===== config.mk =====
export PLATFORM = sky130hd
export DESIGN_NAME = smi_nest_ctrl
export DESIGN_NICKNAME = d
export VERILOG_FILES = /design/src/rtl/smi_nest_pkg.sv /design/src/rtl/smi_save_stack.sv /design/src/rtl/smi_arbiter.sv /design/src/rtl/smi_nest_ctrl.sv
export SDC_FILE = /design/constraint.sdc
export NUM_CORES = 1
export LEC_CHECK = 0
export BUFFER_PORTS_ARGS = -buffer_cell sky130_fd_sc_hd__buf_2
export CORE_MARGIN = 2
export CORE_UTILIZATION = 52
export DETAILED_ROUTE_END_ITERATION = 8
export GPL_TIMING_DRIVEN = 1
export HOLD_SLACK_MARGIN = 0.1
export PLACE_DENSITY = 0.76
export SLEW_MARGIN = 20
export SYNTH_ARGS = -nofsm -noshare
export SYNTH_HDL_FRONTEND = slang
export SYNTH_SLANG_ARGS = --single-unit

===== constraint.sdc =====
create_clock -name clk -period 2.9 [get_ports clk]
set_clock_uncertainty 0.2 [all_clocks]
set_input_delay 0.145 -clock clk [delete_from_list [all_inputs] [get_ports clk]]
set_output_delay 0.145 -clock clk [all_outputs]
set_load 0.05 [all_outputs]

===== src/rtl/smi_nest_pkg.sv =====
package smi_nest_pkg;

  typedef enum logic {
    SRC_INT = 1'b0,
    SRC_EXT = 1'b1
  } smi_src_e;

  typedef struct packed {
    logic     take;
    smi_src_e src;
    logic     resume;
    logic     ovf;
    logic     proto;
    logic     pend_nxt;
  } arb_dec_t;

endpackage


===== src/rtl/smi_save_stack.sv =====
module smi_save_stack #(
  parameter int AW = 3
) (
  input  logic          clk,
  input  logic          we,
  input  logic [AW-1:0] waddr,
  input  logic          wdata,
  input  logic [AW-1:0] raddr,
  output logic          rdata
);
  localparam int N = 1 << AW;

  logic mem [N];

  // Write-only clocked port with no reset, so the array maps onto distributed RAM.
  always_ff @(posedge clk) begin
    if (we) mem[waddr] <= wdata;
  end

  assign rdata = mem[raddr];

endmodule


===== src/rtl/smi_arbiter.sv =====
module smi_arbiter
  import smi_nest_pkg::*;
(
  input  logic     depth_zero,
  input  logic     full,
  input  logic     nest_en,
  input  logic     pend,
  input  logic     int_req,
  input  logic     ext_req,
  input  logic     rsm,
  output arb_dec_t dec
);
  logic ext_any;

  always_comb begin
    ext_any      = ext_req | pend;
    dec          = '0;
    dec.src      = SRC_INT;
    dec.proto    = rsm & depth_zero;
    if (rsm && !depth_zero) begin
      // A resume takes priority; any external request waits for a later cycle.
      dec.resume   = 1'b1;
      dec.pend_nxt = ext_any;
    end else if (depth_zero) begin
      if (int_req) begin
        dec.take     = 1'b1;
        dec.src      = SRC_INT;
        dec.pend_nxt = ext_any;
      end else if (ext_any) begin
        dec.take     = 1'b1;
        dec.src      = SRC_EXT;
      end
    end else if (nest_en) begin
      // Inside the mode, internal requests are dropped.
      if (ext_any) begin
        if (full) begin
          dec.ovf  = 1'b1;
        end else begin
          dec.take = 1'b1;
          dec.src  = SRC_EXT;
        end
      end
    end else begin
      dec.pend_nxt = ext_any;
    end
  end

endmodule


===== src/rtl/smi_nest_ctrl.sv =====
module smi_nest_ctrl
  import smi_nest_pkg::*;
#(
  parameter int SAVE_DEPTH = 4,
  localparam int DW = $clog2(SAVE_DEPTH + 1)
) (
  input  logic          clk,
  input  logic          rst,
  input  logic          int_req_i,
  input  logic          ext_req_i,
  input  logic          rsm_i,
  input  logic          cfg_we_i,
  input  logic          cfg_wdata_i,
  output logic          nest_en_o,
  output logic          nest_stat_o,
  output logic          in_mode_o,
  output logic [DW-1:0] depth_o,
  output logic          pend_o,
  output logic          take_o,
  output logic          take_src_o,
  output logic          ovf_err_o,
  output logic          proto_err_o
);
  localparam logic [DW-1:0] FULL_D = DW'(SAVE_DEPTH);

  logic [DW-1:0] depth_q, depth_m1;
  logic          nest_en_q, stat_q, pend_q, in_mode_q;
  logic          take_q, ovf_q, proto_q;
  smi_src_e      src_q;
  logic          saved_stat;
  arb_dec_t      dec;

  assign depth_m1 = depth_q - DW'(1);

  smi_arbiter u_arb (
    .depth_zero (depth_q == '0),
    .full       (depth_q == FULL_D),
    .nest_en    (nest_en_q),
    .pend       (pend_q),
    .int_req    (int_req_i),
    .ext_req    (ext_req_i),
    .rsm        (rsm_i),
    .dec        (dec)
  );

  smi_save_stack #(.AW(DW)) u_stack (
    .clk   (clk),
    .we    (dec.take),
    .waddr (depth_q),
    .wdata (stat_q),
    .raddr (depth_m1),
    .rdata (saved_stat)
  );

  always_ff @(posedge clk) begin
    if (rst) begin
      depth_q   <= '0;
      nest_en_q <= 1'b1;
      stat_q    <= 1'b0;
      pend_q    <= 1'b0;
      in_mode_q <= 1'b0;
      take_q    <= 1'b0;
      src_q     <= SRC_INT;
      ovf_q     <= 1'b0;
      proto_q   <= 1'b0;
    end else begin
      pend_q  <= dec.pend_nxt;
      take_q  <= dec.take;
      ovf_q   <= dec.ovf;
      proto_q <= dec.proto;
      if (dec.take) src_q <= dec.src;
      if (dec.resume) begin
        nest_en_q <= 1'b1;
        stat_q    <= saved_stat;
        depth_q   <= depth_m1;
        in_mode_q <= (depth_m1 != '0);
      end else if (dec.take) begin
        nest_en_q <= 1'b0;
        stat_q    <= 1'b1;
        depth_q   <= depth_q + DW'(1);
        in_mode_q <= 1'b1;
      end else if (cfg_we_i && depth_q != '0) begin
        nest_en_q <= cfg_wdata_i;
      end
    end
  end

  assign nest_en_o   = nest_en_q;
  assign nest_stat_o = stat_q;
  assign in_mode_o   = in_mode_q;
  assign depth_o     = depth_q;
  assign pend_o      = pend_q;
  assign take_o      = take_q;
  assign take_src_o  = src_q;
  assign ovf_err_o   = ovf_q;
  assign proto_err_o = proto_q;

  // the idle state carries the idle bit values
  a_r1_idle_bits: assert property (@(posedge clk) disable iff (rst)
    (depth_o == '0) |-> (nest_en_o && !nest_stat_o));

  // a take pulse comes with nesting closed and status set
  a_r2_take_state: assert property (@(posedge clk) disable iff (rst)
    take_o |-> (!nest_en_o && nest_stat_o && in_mode_o));

  // depth never exceeds the save stack
  a_r3_no_overflow: assert property (@(posedge clk) disable iff (rst)
    depth_o <= FULL_D);

  // an external request held off becomes pending, not taken
  a_r4_hold_off: assert property (@(posedge clk) disable iff (rst)
    (in_mode_o && !nest_en_o && ext_req_i && !rsm_i) |=> (pend_o && !take_o));

  // an internal request alone inside the mode is never taken
  a_r6_int_ignored: assert property (@(posedge clk) disable iff (rst)
    (in_mode_o && int_req_i && !ext_req_i && !pend_o) |=> !take_o);

  // resume reopens nesting and pops one level
  a_r8_resume: assert property (@(posedge clk) disable iff (rst)
    (rsm_i && in_mode_o) |=> (nest_en_o && !take_o && depth_o == $past(depth_o) - DW'(1)));

  // resume at depth 0 is flagged and changes nothing
  a_r10_proto: assert property (@(posedge clk) disable iff (rst)
    (rsm_i && depth_o == '0 && !int_req_i && !ext_req_i && !pend_o) |=> (proto_err_o && depth_o == '0));

  // in-mode tracks a non-zero depth
  a_r11_in_mode: assert property (@(posedge clk) disable iff (rst)
    in_mode_o == (depth_o != '0));

endmodule


**Word-level counts from Yosys, hierarchy flattened**

Memories as Yosys holds them, arrays and structs flattened.
Cells that the tools add are included.

- Flip-flop bits (word level): 11
- Logic and storage cells: 49
- RAM bits: 8
- Memories kept: 1
- Output and inout port bits: 11

Memory list:

| memory | words | width | rd ports | clocked after Yosys merged registers in | wr ports | RTL line | source |
|---|---|---|---|---|---|---|---|
| u_stack.mem | 8 | 1 | 1 | 0 | 1 | smi_save_stack.sv:13 | `logic mem [N];` |

- Mux-type cells: 22
- Reduce and logical (&&, ||, !) cells: 10
- Bitwise logic cells: 4
- Eq/ne operators: 1
- $add $sub $neg: 2

Operators by type and width:

| operator | number |
|---|---|
| $mux 2 | 7 |
| $mux 1 | 13 |
| $mux 3 | 2 |
| $reduce_bool 3->1 | 2 |
| $reduce_or 5->1 | 1 |
| $reduce_bool 2->1 | 2 |
| $add 3x1->3 const B | 1 |
| $eq 3x3->1 const B | 1 |
| $logic_not 3->1 | 1 |
| $sub 3x1->3 const B | 1 |
| $logic_and 1x1->1 | 2 |
| $not 1->1 | 2 |
| $reduce_or 2->1 | 1 |
| $and 1x1->1 | 1 |
| $logic_not 1->1 | 1 |
| $or 1x1->1 | 1 |

**Logic depth before layout (Yosys ltp)**

Gate-level depths: netlist of run 1.

- Depth after elaboration: 8
- Mapped depth: 7

**By module**

From an unflattened synthesis of run 1, not the netlist that was laid out.

- Cells, all modules: 89
- Area, all modules: 978.4 um2

Modules (own cells, without submodules):

| module | instances | seq. area each (um2) | area an instance (um2) | cells an instance |
|---|---|---|---|---|
| smi_nest_ctrl | 1 | 220.2 | 528.0 | 53 |
| smi_save_stack | 1 | 240.2 | 362.8 | 24 |
| smi_arbiter | 1 | 0.0 | 87.6 | 12 |

**Worst setup path after synthesis of run 1**

Ideal clock, no wire load.

- Kind: register -> register
- Start: register depth_q[0] (netlist: depth_o[0])
- End: memory u_stack.mem[1], enable pin
- Buffers on the path: 1
- Setup slack: 0.455 ns
- Arrival: 1.931 ns
- Required time: 2.386 ns
- Cell stages (with the launch flop): 7
- Library setup time: 0.314 ns
- Cell sequence: dfxtp_1 inv_1 ha_1 o22ai_1 buf_2 nand3_1 nor3_1

- Word-level cells in the longest chain between the ends: 8
- Elaborated cells on any way between the ends: 11
- Those cells by class: eq/ne (1); mux (7); reduce/logical (3)

Ends and longest elaborated chain:

| what | RTL line | source |
|---|---|---|
| start: declaration | smi_nest_ctrl.sv:26 | `logic [DW-1:0] depth_q, depth_m1;` |
| start signal: assignment | smi_nest_ctrl.sv:75 | `depth_q <= depth_m1;` |
| start signal: assignment | smi_nest_ctrl.sv:80 | `depth_q <= depth_q + DW'(1);` |
| $eq 3x3->1 | smi_nest_ctrl.sv:37 | `.full (depth_q == FULL_D),` |
| $mux 2 | smi_arbiter.sv:36 | `if (full) begin` |
| $mux 2 | smi_arbiter.sv:35 | `if (ext_any) begin` |
| $mux 2 | smi_arbiter.sv:33 | `end else if (nest_en) begin` |
| $mux 2 | smi_arbiter.sv:24 | `end else if (depth_zero) begin` |
| $mux 2 | smi_arbiter.sv:20 | `if (rsm && !depth_zero) begin` |
| $mux 1 | smi_save_stack.sv:17 | `if (we) mem[waddr] <= wdata;` |
| $mux 1 (implied by the code) | smi_save_stack.sv:17 |  |
| end: declaration | smi_save_stack.sv:13 |  |

Parallel ways exist; a longest one is shown, timed or not.

**Worst setup path in the final report of run 1**

- Start: register depth_q[0] (netlist: depth_o[0])
- End: register nest_en_q (netlist: nest_en_o)

- Word-level cells in the longest chain between the ends: 7
- Elaborated cells on any way between the ends: 15
- Those cells by class: eq/ne (1); mux (7); reduce/logical (7)

Ends and longest elaborated chain:

| what | RTL line | source |
|---|---|---|
| $eq 3x3->1 | smi_nest_ctrl.sv:37 |  |
| $mux 2 | smi_arbiter.sv:36 |  |
| $mux 2 | smi_arbiter.sv:35 |  |
| $mux 2 | smi_arbiter.sv:33 |  |
| $mux 2 | smi_arbiter.sv:24 |  |
| $mux 2 | smi_arbiter.sv:20 |  |
| $mux 1 or $reduce_bool 2->1 (tied branches) | - |  |
| end signal: assignment | smi_nest_ctrl.sv:83 | `nest_en_q <= cfg_wdata_i;` |
| end: declaration | smi_nest_ctrl.sv:27 | `logic nest_en_q, stat_q, pend_q, in_mode_q;` |

Parallel ways exist; a longest one is shown, timed or not.
A chain may end at the register's enable or synchronous reset.

==> report_table.html, run 1 <==
<table>
<tr><th>Metric</th><th>Value</th></tr>
<tr><th colspan="2">Critical path</th></tr>
<tr><td>Kind of start point of the critical path</td><td>flip-flop</td></tr>
<tr><td>Critical path start-end classification</td><td>reg2reg</td></tr>
<tr><td>Critical Path Sink Type</td><td>flip-flop</td></tr>
<tr><td>Crit path required time</td><td>2960 ps</td></tr>
<tr><td>Worst R2R Start</td><td>depth_o[0]</td></tr>
<tr><td>Number of cells on the worst reg-to-reg path</td><td>8</td></tr>
<tr><td>R2R setup slack</td><td>260 ps</td></tr>
<tr><td>Critical path peak fanout</td><td>7</td></tr>
<tr><td>Crit path arrival time</td><td>2700 ps</td></tr>
<tr><td>Worst reg2reg endpoint</td><td>nest_en_o</td></tr>
<tr><th colspan="2">Global route</th></tr>
<tr><td>Global route total overflow</td><td>0</td></tr>
<tr><td>GRT Resource Usage Total</td><td>0.220</td></tr>
<tr><td>Pin count of the biggest net entering global routing</td><td>12</td></tr>
<tr><td>Global-route wire length before repair</td><td>3190 um</td></tr>
<tr><td>Antenna violations before repair</td><td>0</td></tr>
<tr><td>Number of global-route vias before repair</td><td>679</td></tr>
<tr><th colspan="2">Synth</th></tr>
<tr><td>Unique cell type count in the Yosys netlist</td><td>31</td></tr>
<tr><td>Number of warnings issued by yosys</td><td>0</td></tr>
<tr><td>Fraction of the yosys area taken by sequential cells</td><td>0.513</td></tr>
<tr><td>Xor/xnor cell area share of the yosys netlist</td><td>0.00975</td></tr>
<tr><td>Post-synthesis share of cell area spent on and, or, nand and nor gates</td><td>0.196</td></tr>
<tr><td>Portion of netlist area occupied by mux cells</td><td>0.0724</td></tr>
<tr><td>#FFs+latches synth</td><td>19</td></tr>
<tr><td>Fraction of the mapped netlist area in compound gates</td><td>0.102</td></tr>
<tr><td>Synthesized cell area</td><td>between 800 and 900 um2</td></tr>
<tr><td>Gate count of the mapped netlist</td><td>84</td></tr>
<tr><td>Cell types occupying the most area after synthesis</td><td>edfxtp_1 (27%), dfxtp_1 (25%), ha_1 (5.6%)</td></tr>
<tr><td>Net count after synthesis</td><td>95</td></tr>
<tr><td>Synth area leader</td><td>edfxtp_1</td></tr>
<tr><td>Syn_area_per_cell</td><td>approximately 11 um2</td></tr>
<tr><td>Share of synthesized cell area in full adder, half adder and majority cells</td><td>0.0557</td></tr>
<tr><td>Area share of the largest cell type after synthesis</td><td>0.267</td></tr>
<tr><td>Dominant combinational cell family by area after synthesis</td><td>simple AND/OR/NAND/NOR gates</td></tr>
<tr><th colspan="2">Drt</th></tr>
<tr><td>Number of DRC violations after detailed routing</td><td>0</td></tr>
<tr><td>Uppermost routed layer</td><td>met4</td></tr>
<tr><td>Routed metal-1 wire length</td><td>approximately 840 um</td></tr>
<tr><td>TritonRoute pass-1 iters</td><td>4</td></tr>
<tr><td>Iteration-0 DRC Markers</td><td>26</td></tr>
<tr><td>Routed WL per cell</td><td>approximately 16 um</td></tr>
<tr><td>Routed wire length</td><td>roughly 2000 um</td></tr>
<tr><td>Routed wire length on met3</td><td>~120 um</td></tr>
<tr><td>Final antenna-violating net count</td><td>0</td></tr>
<tr><td>Avg Vias per Cell</td><td>a little under 6</td></tr>
<tr><td>Via count</td><td>between 700 and 800</td></tr>
<tr><td>Met2 routed WL</td><td>1000 um</td></tr>
<tr><th colspan="2">Clocking</th></tr>
<tr><td>CTS clock-pin slew for the worst setup and hold paths</td><td>around 110 ps</td></tr>
<tr><td>Count of buffers added by post-CTS timing repair for setup</td><td>0</td></tr>
<tr><td>Clock insertion delay at the later pin of the skew report</td><td>300 ps</td></tr>
<tr><td>Clock tree from TritonCTS</td><td>yes</td></tr>
<tr><td>Number of buffers inserted during clock tree synthesis</td><td>3</td></tr>
<tr><td>Level count of the clock H-tree</td><td>1</td></tr>
<tr><td>Buffer depth of the longest clock path</td><td>2</td></tr>
<tr><td>Cell at the root of the clock tree</td><td>clkbuf_4</td></tr>
<tr><td>Clock net sink count</td><td>19</td></tr>
<tr><th colspan="2">Hold path</th></tr>
<tr><td>Endpoint of the worst hold path</td><td>u_stack.mem[7]</td></tr>
<tr><td>Origin of the worst min-delay path</td><td>nest_stat_o</td></tr>
<tr><td>Number of instances on the worst hold path</td><td>0</td></tr>
<tr><td>Worst hold-check path type</td><td>reg2reg</td></tr>
<tr><th colspan="2">Place</th></tr>
<tr><td>Half-perimeter wire length after placement</td><td>1380 um</td></tr>
<tr><td># port buffers</td><td>17</td></tr>
<tr><td>Placer congestion estimate</td><td>0.769</td></tr>
<tr><th colspan="2">Final layout</th></tr>
<tr><td>Most used cells in the layout excluding fill and tap cells</td><td>buf_2 (17), nor2_1 (10), dfxtp_1 (9), dlygate4sd3_1 (9), edfxtp_1 (8)</td></tr>
<tr><td>Fraction of final layout cells sized beyond drive strength 1</td><td>0.243</td></tr>
<tr><td>Area grow syn2layout</td><td>22.4%</td></tr>
<tr><td># nets final</td><td>123</td></tr>
<tr><td>Ant. Diodes</td><td>0</td></tr>
<tr><td>Commonest non-fill, non-tap cell in the layout</td><td>buf_2</td></tr>
<tr><td>Filler cells</td><td>roughly 140</td></tr>
<tr><th colspan="2">Timing</th></tr>
<tr><td>Time the final worst path needs with I/O delays and setup</td><td>between 2000 and 3000 ps</td></tr>
<tr><td>Maximum frequency from static timing analysis</td><td>about 380 MHz</td></tr>
<tr><td>Endpoints failing setup</td><td>0</td></tr>
<tr><td>Final slew viol count</td><td>0</td></tr>
<tr><td>Number of hold violations in the final report</td><td>0</td></tr>
<tr><td>Unrepaired setup endpoints after global routing</td><td>no</td></tr>
<tr><td>Fraction of the cycle the final worst path needs</td><td>0.912</td></tr>
<tr><td>Slew HR</td><td>0.735</td></tr>
<tr><td>Post-route setup TNS</td><td>0 ps</td></tr>
<tr><td>Slew at the pin closest to its max-slew limit</td><td>about 400 ps</td></tr>
<tr><th colspan="2">Floorplanning</th></tr>
<tr><td>Std-Cell Rows</td><td>15</td></tr>
<tr><td>Starting utilization of the core area</td><td>0.538</td></tr>
<tr><td>Number of top-level pins</td><td>18</td></tr>
<tr><td>Vertical extent of the die</td><td>45.6 um</td></tr>
<tr><td>DIE AREA</td><td>0.00208 mm2</td></tr>
<tr><td>Die Width</td><td>approximately 46 um</td></tr>
<tr><td>Core ar.</td><td>around 0.0017 mm2</td></tr>
<tr><th colspan="2">Status</th></tr>
<tr><td>Status</td><td>completed</td></tr>
<tr><th colspan="2">Job</th></tr>
<tr><td>Number of max-capacitance violations reported</td><td>0</td></tr>
</table>
==> metal layers <==
layer	vias to the layer above	global-route usage
met5	-	0
met3	4	0.0357
met1	352	0.294
li1	358	-
met2	27	0.352
met4	0	0.0882
==> flip-flops by register name, summed over array words and instances (netlist names) <==
signal and count:
pend_o 1, nest_en_o 1, depth_o 3, proto_err_o 1, take_src_o 1, ovf_err_o 1, u_stack.mem 8, take_o 1
in_mode_o 1, nest_stat_o 1
==> worst max path at each step <==
stage / startpoint / end
5_1_grt: depth_o[0] / nest_en_o
2_1_floorplan: depth_o[0] / u_stack.mem[1]
3_5_place_dp: depth_o[1] / u_stack.mem[0]
3_3_place_gp: depth_o[1] / u_stack.mem[0]
4_1_cts: depth_o[0] / nest_en_o
6_report: depth_o[0] / nest_en_o
==> cells by family after synthesis <==
| kind of cell | count (synthesis) |
|---|---|
| xor gates and xnor gates | 1 |
| adders and majority gates | 4 |
| AOI/OAI and AO/OA | 14 |
| muxes | 4 |
| DFF | 19 |
| and+or+nand+nor | 34 |
| buffers and inverters | 8 |
==> final cells by class <==
cell class | count | area [um2] | share of cell area
sequential | 19 | 463 | 0.421
multi-input combinational | 57 | 392 | 0.356
timing repair buffer | 27 | 183 | 0.166
clock buffer | 4 | 26.3 | 0.0239
tap | 17 | 21.3 | 0.0193
inverter | 4 | 15.0 | 0.0137
==> Yosys cell counts <==
| master | instances |
|---|---|
| and2_4 | 1 |
| mux4_2 | 2 |
| nor2_1 | 10 |
| o22ai_1 | 1 |
| a221oi_1 | 2 |
| dfxtp_1 | 11 |
| or3_1 | 1 |
| nor3b_1 | 1 |
| nor2b_1 | 1 |
| o21ai_0 | 4 |
| a21oi_1 | 2 |
| nand3_1 | 2 |
| nand2b_1 | 1 |
| xor2_1 | 1 |
| ha_1 | 4 |
| inv_1 | 4 |
| nand3b_1 | 1 |
| buf_2 | 1 |
| o21a_1 | 1 |
| o31ai_1 | 1 |
| nor4b_1 | 1 |
| and3_1 | 1 |
| nor3_1 | 5 |
| nand2_1 | 7 |
| nand2b_4 | 1 |
| nor4_1 | 1 |
| mux2i_1 | 2 |
| a211oi_1 | 3 |
| buf_6 | 2 |
| clkbuf_1 | 1 |
| edfxtp_1 | 8 |
==> metrics by stage <==
| stage | utilization | std cells | hold slack [ps] | worst slack, ps | cell area (um2) |
|---|---|---|---|---|---|
| 3_5_place_dp | 0.587 | 115 | 178 | 746 | 981 |
| 6_report | 0.658 | 128 | 420 | 256 | 1100 |
| 2_1_floorplan | - | 84 | 21.7 | 455 | 898 |
| 4_1_cts | 0.657 | 128 | 417 | 151 | 1100 |
| 5_1_grt | 0.658 | 128 | 435 | 42.3 | 1100 |
| 3_3_place_gp | 0.587 | 115 | 179 | 843 | 981 |
==> worst max-delay path, cell delays in order, from the launching register on <==
cell	delay (ps)
dfxtp_2	430
inv_1	130
ha_1	280
nand2b_4	130
nand2_1	70
mux2i_1	110
dlygate4sd3_1	550
o21ai_0	140
dlygate4sd3_1	560
==> what timing repair did <==
| action | in CTS | in global routing |
|---|---|---|
| endpoints found under the setup margin | 0 | 1 |
| hold buffers | 9 | 0 |
| hold endpoints to repair | 11 | 0 |
| resized for setup | 0 | 2 |
Power of run 1 is not shown: default switching activity piles up to over one toggle a cycle in this logic, so the estimate is an artifact.
==> run 2, diff against run 1 <==
--- a/config.mk
+++ b/config.mk
@@ -6,6 +6,7 @@
 export NUM_CORES = 1
 export LEC_CHECK = 0
 export BUFFER_PORTS_ARGS = -buffer_cell sky130_fd_sc_hd__buf_2
+export CORE_ASPECT_RATIO = 1.2
 export CORE_MARGIN = 2
 export CORE_UTILIZATION = 52
 export DETAILED_ROUTE_END_ITERATION = 8
==> run 2 against run 1 <==
First-iteration DRC count unchanged; final cell count unchanged; worst hold slack worse by 6.6 ps; critical path type unchanged; critical endpoint is now take_src_o.
==> report_table.html, run 2 (same netlist as run 1, synthesis figures left out) <==
<table>
<tr><th>Metric</th><th>Value</th></tr>
<tr><th colspan="2">Floorplanning</th></tr>
<tr><td>Number of top-level pins</td><td>18 (unchanged)</td></tr>
<tr><td>Vertical extent of the die</td><td>49.5 um (was 45.6 um)</td></tr>
<tr><td>Std-Cell Rows</td><td>16 (was 15)</td></tr>
<tr><td>Core ar.</td><td>0.00162 mm2 (was 0.00167 mm2)</td></tr>
<tr><td>DIE AREA</td><td>0.00208 mm2 (about the same)</td></tr>
<tr><td>Die Width</td><td>41.9 um (was 45.6 um)</td></tr>
<tr><td>Starting utilization of the core area</td><td>0.554 (was 0.538)</td></tr>
<tr><th colspan="2">Timing</th></tr>
<tr><td>Fraction of the cycle the final worst path needs</td><td>0.890 (was 0.912)</td></tr>
<tr><td>Maximum frequency from static timing analysis</td><td>387 MHz (was 378 MHz)</td></tr>
<tr><td>Post-route setup TNS</td><td>0 ps (unchanged)</td></tr>
<tr><td>Slew at the pin closest to its max-slew limit</td><td>435 ps (was 397 ps)</td></tr>
<tr><td>Slew HR</td><td>0.710 (was 0.735)</td></tr>
<tr><td>Number of hold violations in the final report</td><td>0 (unchanged)</td></tr>
<tr><td>Final slew viol count</td><td>0 (unchanged)</td></tr>
<tr><td>Time the final worst path needs with I/O delays and setup</td><td>2580 ps (was 2640 ps)</td></tr>
<tr><td>Endpoints failing setup</td><td>0 (unchanged)</td></tr>
<tr><td>Unrepaired setup endpoints after global routing</td><td>no (unchanged)</td></tr>
<tr><th colspan="2">Clocking</th></tr>
<tr><td>Number of buffers inserted during clock tree synthesis</td><td>3 (unchanged)</td></tr>
<tr><td>Clock tree from TritonCTS</td><td>yes (unchanged)</td></tr>
<tr><td>Clock insertion delay at the later pin of the skew report</td><td>290 ps (was 300 ps)</td></tr>
<tr><td>Level count of the clock H-tree</td><td>1 (unchanged)</td></tr>
<tr><td>Buffer depth of the longest clock path</td><td>2 (unchanged)</td></tr>
<tr><td>CTS clock-pin slew for the worst setup and hold paths</td><td>100 ps (was 110 ps)</td></tr>
<tr><td>Count of buffers added by post-CTS timing repair for setup</td><td>0 (unchanged)</td></tr>
<tr><td>Clock net sink count</td><td>19 (unchanged)</td></tr>
<tr><td>Cell at the root of the clock tree</td><td>clkbuf_4 (unchanged)</td></tr>
<tr><th colspan="2">Critical path</th></tr>
<tr><td>Critical path peak fanout</td><td>12 (was 7)</td></tr>
<tr><td>Kind of start point of the critical path</td><td>flip-flop (unchanged)</td></tr>
<tr><td>Critical path start-end classification</td><td>reg2reg (unchanged)</td></tr>
<tr><td>Crit path arrival time</td><td>2630 ps (was 2700 ps)</td></tr>
<tr><td>Number of cells on the worst reg-to-reg path</td><td>7 (was 8)</td></tr>
<tr><td>R2R setup slack</td><td>320 ps (was 260 ps)</td></tr>
<tr><td>Worst reg2reg endpoint</td><td>take_src_o (was nest_en_o)</td></tr>
<tr><td>Worst R2R Start</td><td>depth_o[0] (unchanged)</td></tr>
<tr><td>Critical Path Sink Type</td><td>flip-flop (unchanged)</td></tr>
<tr><td>Crit path required time</td><td>2940 ps (was 2960 ps)</td></tr>
<tr><th colspan="2">Final layout</th></tr>
<tr><td>Area occupied by registers</td><td>460 um2 (was 463 um2)</td></tr>
<tr><td>Flip-flop count of the largest register, all copies and words added</td><td>8 (unchanged)</td></tr>
<tr><td>Most used cells in the layout excluding fill and tap cells</td><td>buf_2 (17), dfxtp_1 (11), nor2_1 (10), dlygate4sd3_1 (9), edfxtp_1 (8) (was buf_2 (17), nor2_1 (10), dfxtp_1 (9), dlygate4sd3_1 (9), edfxtp_1 (8))</td></tr>
<tr><td>Ant. Diodes</td><td>0 (unchanged)</td></tr>
<tr><td>Footprint of the multi-input gates</td><td>398 um2 (was 392 um2)</td></tr>
<tr><td>Register bank with the most flops</td><td>u_stack.mem (unchanged)</td></tr>
<tr><td># nets final</td><td>122 (was 123)</td></tr>
<tr><td>Commonest non-fill, non-tap cell in the layout</td><td>buf_2 (unchanged)</td></tr>
<tr><td>Filler cells</td><td>129 (was 136)</td></tr>
<tr><td>Registers with the most flip-flops</td><td>u_stack.mem: 8 flops, depth_o: 3 flops (unchanged)</td></tr>
<tr><td>Area grow syn2layout</td><td>22.1% (was 22.4%)</td></tr>
<tr><td>Fraction of final layout cells sized beyond drive strength 1</td><td>0.227 (was 0.243)</td></tr>
<tr><th colspan="2">Drt</th></tr>
<tr><td>Final antenna-violating net count</td><td>0 (unchanged)</td></tr>
<tr><td>Via count</td><td>711 (was 741)</td></tr>
<tr><td>Avg Vias per Cell</td><td>5.55 (was 5.79)</td></tr>
<tr><td>Number of DRC violations after detailed routing</td><td>0 (unchanged)</td></tr>
<tr><td>Routed WL per cell</td><td>13.8 um (was 15.6 um)</td></tr>
<tr><td>TritonRoute pass-1 iters</td><td>4 (unchanged)</td></tr>
<tr><td>Iteration-0 DRC Markers</td><td>26 (unchanged)</td></tr>
<tr><td>Routed wire length</td><td>1770 um (was 1990 um)</td></tr>
<tr><th colspan="2">Hold path</th></tr>
<tr><td>Worst hold-check path type</td><td>reg2reg (unchanged)</td></tr>
<tr><td>Endpoint of the worst hold path</td><td>in_mode_o (was u_stack.mem[7])</td></tr>
<tr><td>Number of instances on the worst hold path</td><td>2 (was 0)</td></tr>
<tr><td>Origin of the worst min-delay path</td><td>in_mode_o (was nest_stat_o)</td></tr>
<tr><th colspan="2">Place</th></tr>
<tr><td>Half-perimeter wire length after placement</td><td>1260 um (was 1380 um)</td></tr>
<tr><td># port buffers</td><td>17 (unchanged)</td></tr>
<tr><td>Placer congestion estimate</td><td>0.820 (was 0.769)</td></tr>
<tr><th colspan="2">Job</th></tr>
<tr><td>Number of max-capacitance violations reported</td><td>0 (unchanged)</td></tr>
<tr><th colspan="2">Global route</th></tr>
<tr><td>Global route total overflow</td><td>0 (unchanged)</td></tr>
<tr><td>GRT Resource Usage Total</td><td>0.187 (was 0.220)</td></tr>
<tr><td>Antenna violations before repair</td><td>0 (unchanged)</td></tr>
<tr><td>Global-route wire length before repair</td><td>2890 um (was 3190 um)</td></tr>
<tr><td>Number of global-route vias before repair</td><td>705 (was 679)</td></tr>
<tr><td>Pin count of the biggest net entering global routing</td><td>13 (was 12)</td></tr>
<tr><th colspan="2">Status</th></tr>
<tr><td>Status</td><td>completed (unchanged)</td></tr>
</table>
run 2: cell types whose count changed in the layout (fill, tap and decap cells not counted), sizes merged:
cell	delta
buf	-1
run 2: layout make-up:
type                    instances  share of cell area
flip-flops and latches         19               0.420
multi-input cells              57               0.363
well taps                      18              0.0205
inverters                       4              0.0137
repair buffers                 26               0.160
clock buffers                   4              0.0239
run 2: what timing repair did:
action / CTS / global route
hold buffers: 9 / 0
gates resized for setup: 0 / 1
setup endpoints to repair: 0 / 1
hold endpoints to repair: 11 / 0
run 2: how the worst max path moves through the flow:
stage	start	to	slack [ps]	cells after the start
after floorplan	depth_o[0]	u_stack.mem[1]	460	6
after global placement	depth_o[0]	u_stack.mem[1]	420	6
after detailed placement	depth_o[0]	u_stack.mem[1]	330	6
after CTS	depth_o[0]	take_src_o	120	7
after global routing	depth_o[0]	take_src_o	110	7
final	depth_o[0]	take_src_o	320	7
run 2: critical path, cell delays in order (launching register included):
cell and delay [ps]:
dfxtp_1 410, inv_1 160, ha_1 290, o31ai_1 140
o22ai_2 390, a21oi_1 130, a211oi_1 230, dlygate4sd3_1 570
run 2: per-layer routing:
metal  share of wire  global-route usage  up-vias
met3           0.049              0.0256        7
li1                -                   -      352
met4           0.029              0.0914        0
met1            0.39               0.202      327
met5               0                   0        -
met2            0.53               0.349       25
run 2: per-stage QoR:
| step | std cells | hold slack (ps) | setup WS, ps | area (um2) | utilization |
|---|---|---|---|---|---|
| floorplan | 84 | 21.7 | 455 | 898 | - |
| global placement | 115 | 166 | 421 | 975 | 0.601 |
| detailed placement | 115 | 175 | 330 | 975 | 0.601 |
| CTS | 128 | 414 | 120 | 1090 | 0.673 |
| global route | 128 | 446 | 114 | 1100 | 0.677 |
| finish | 128 | 413 | 318 | 1100 | 0.677 |
Power of run 2 is left out for the same reason.
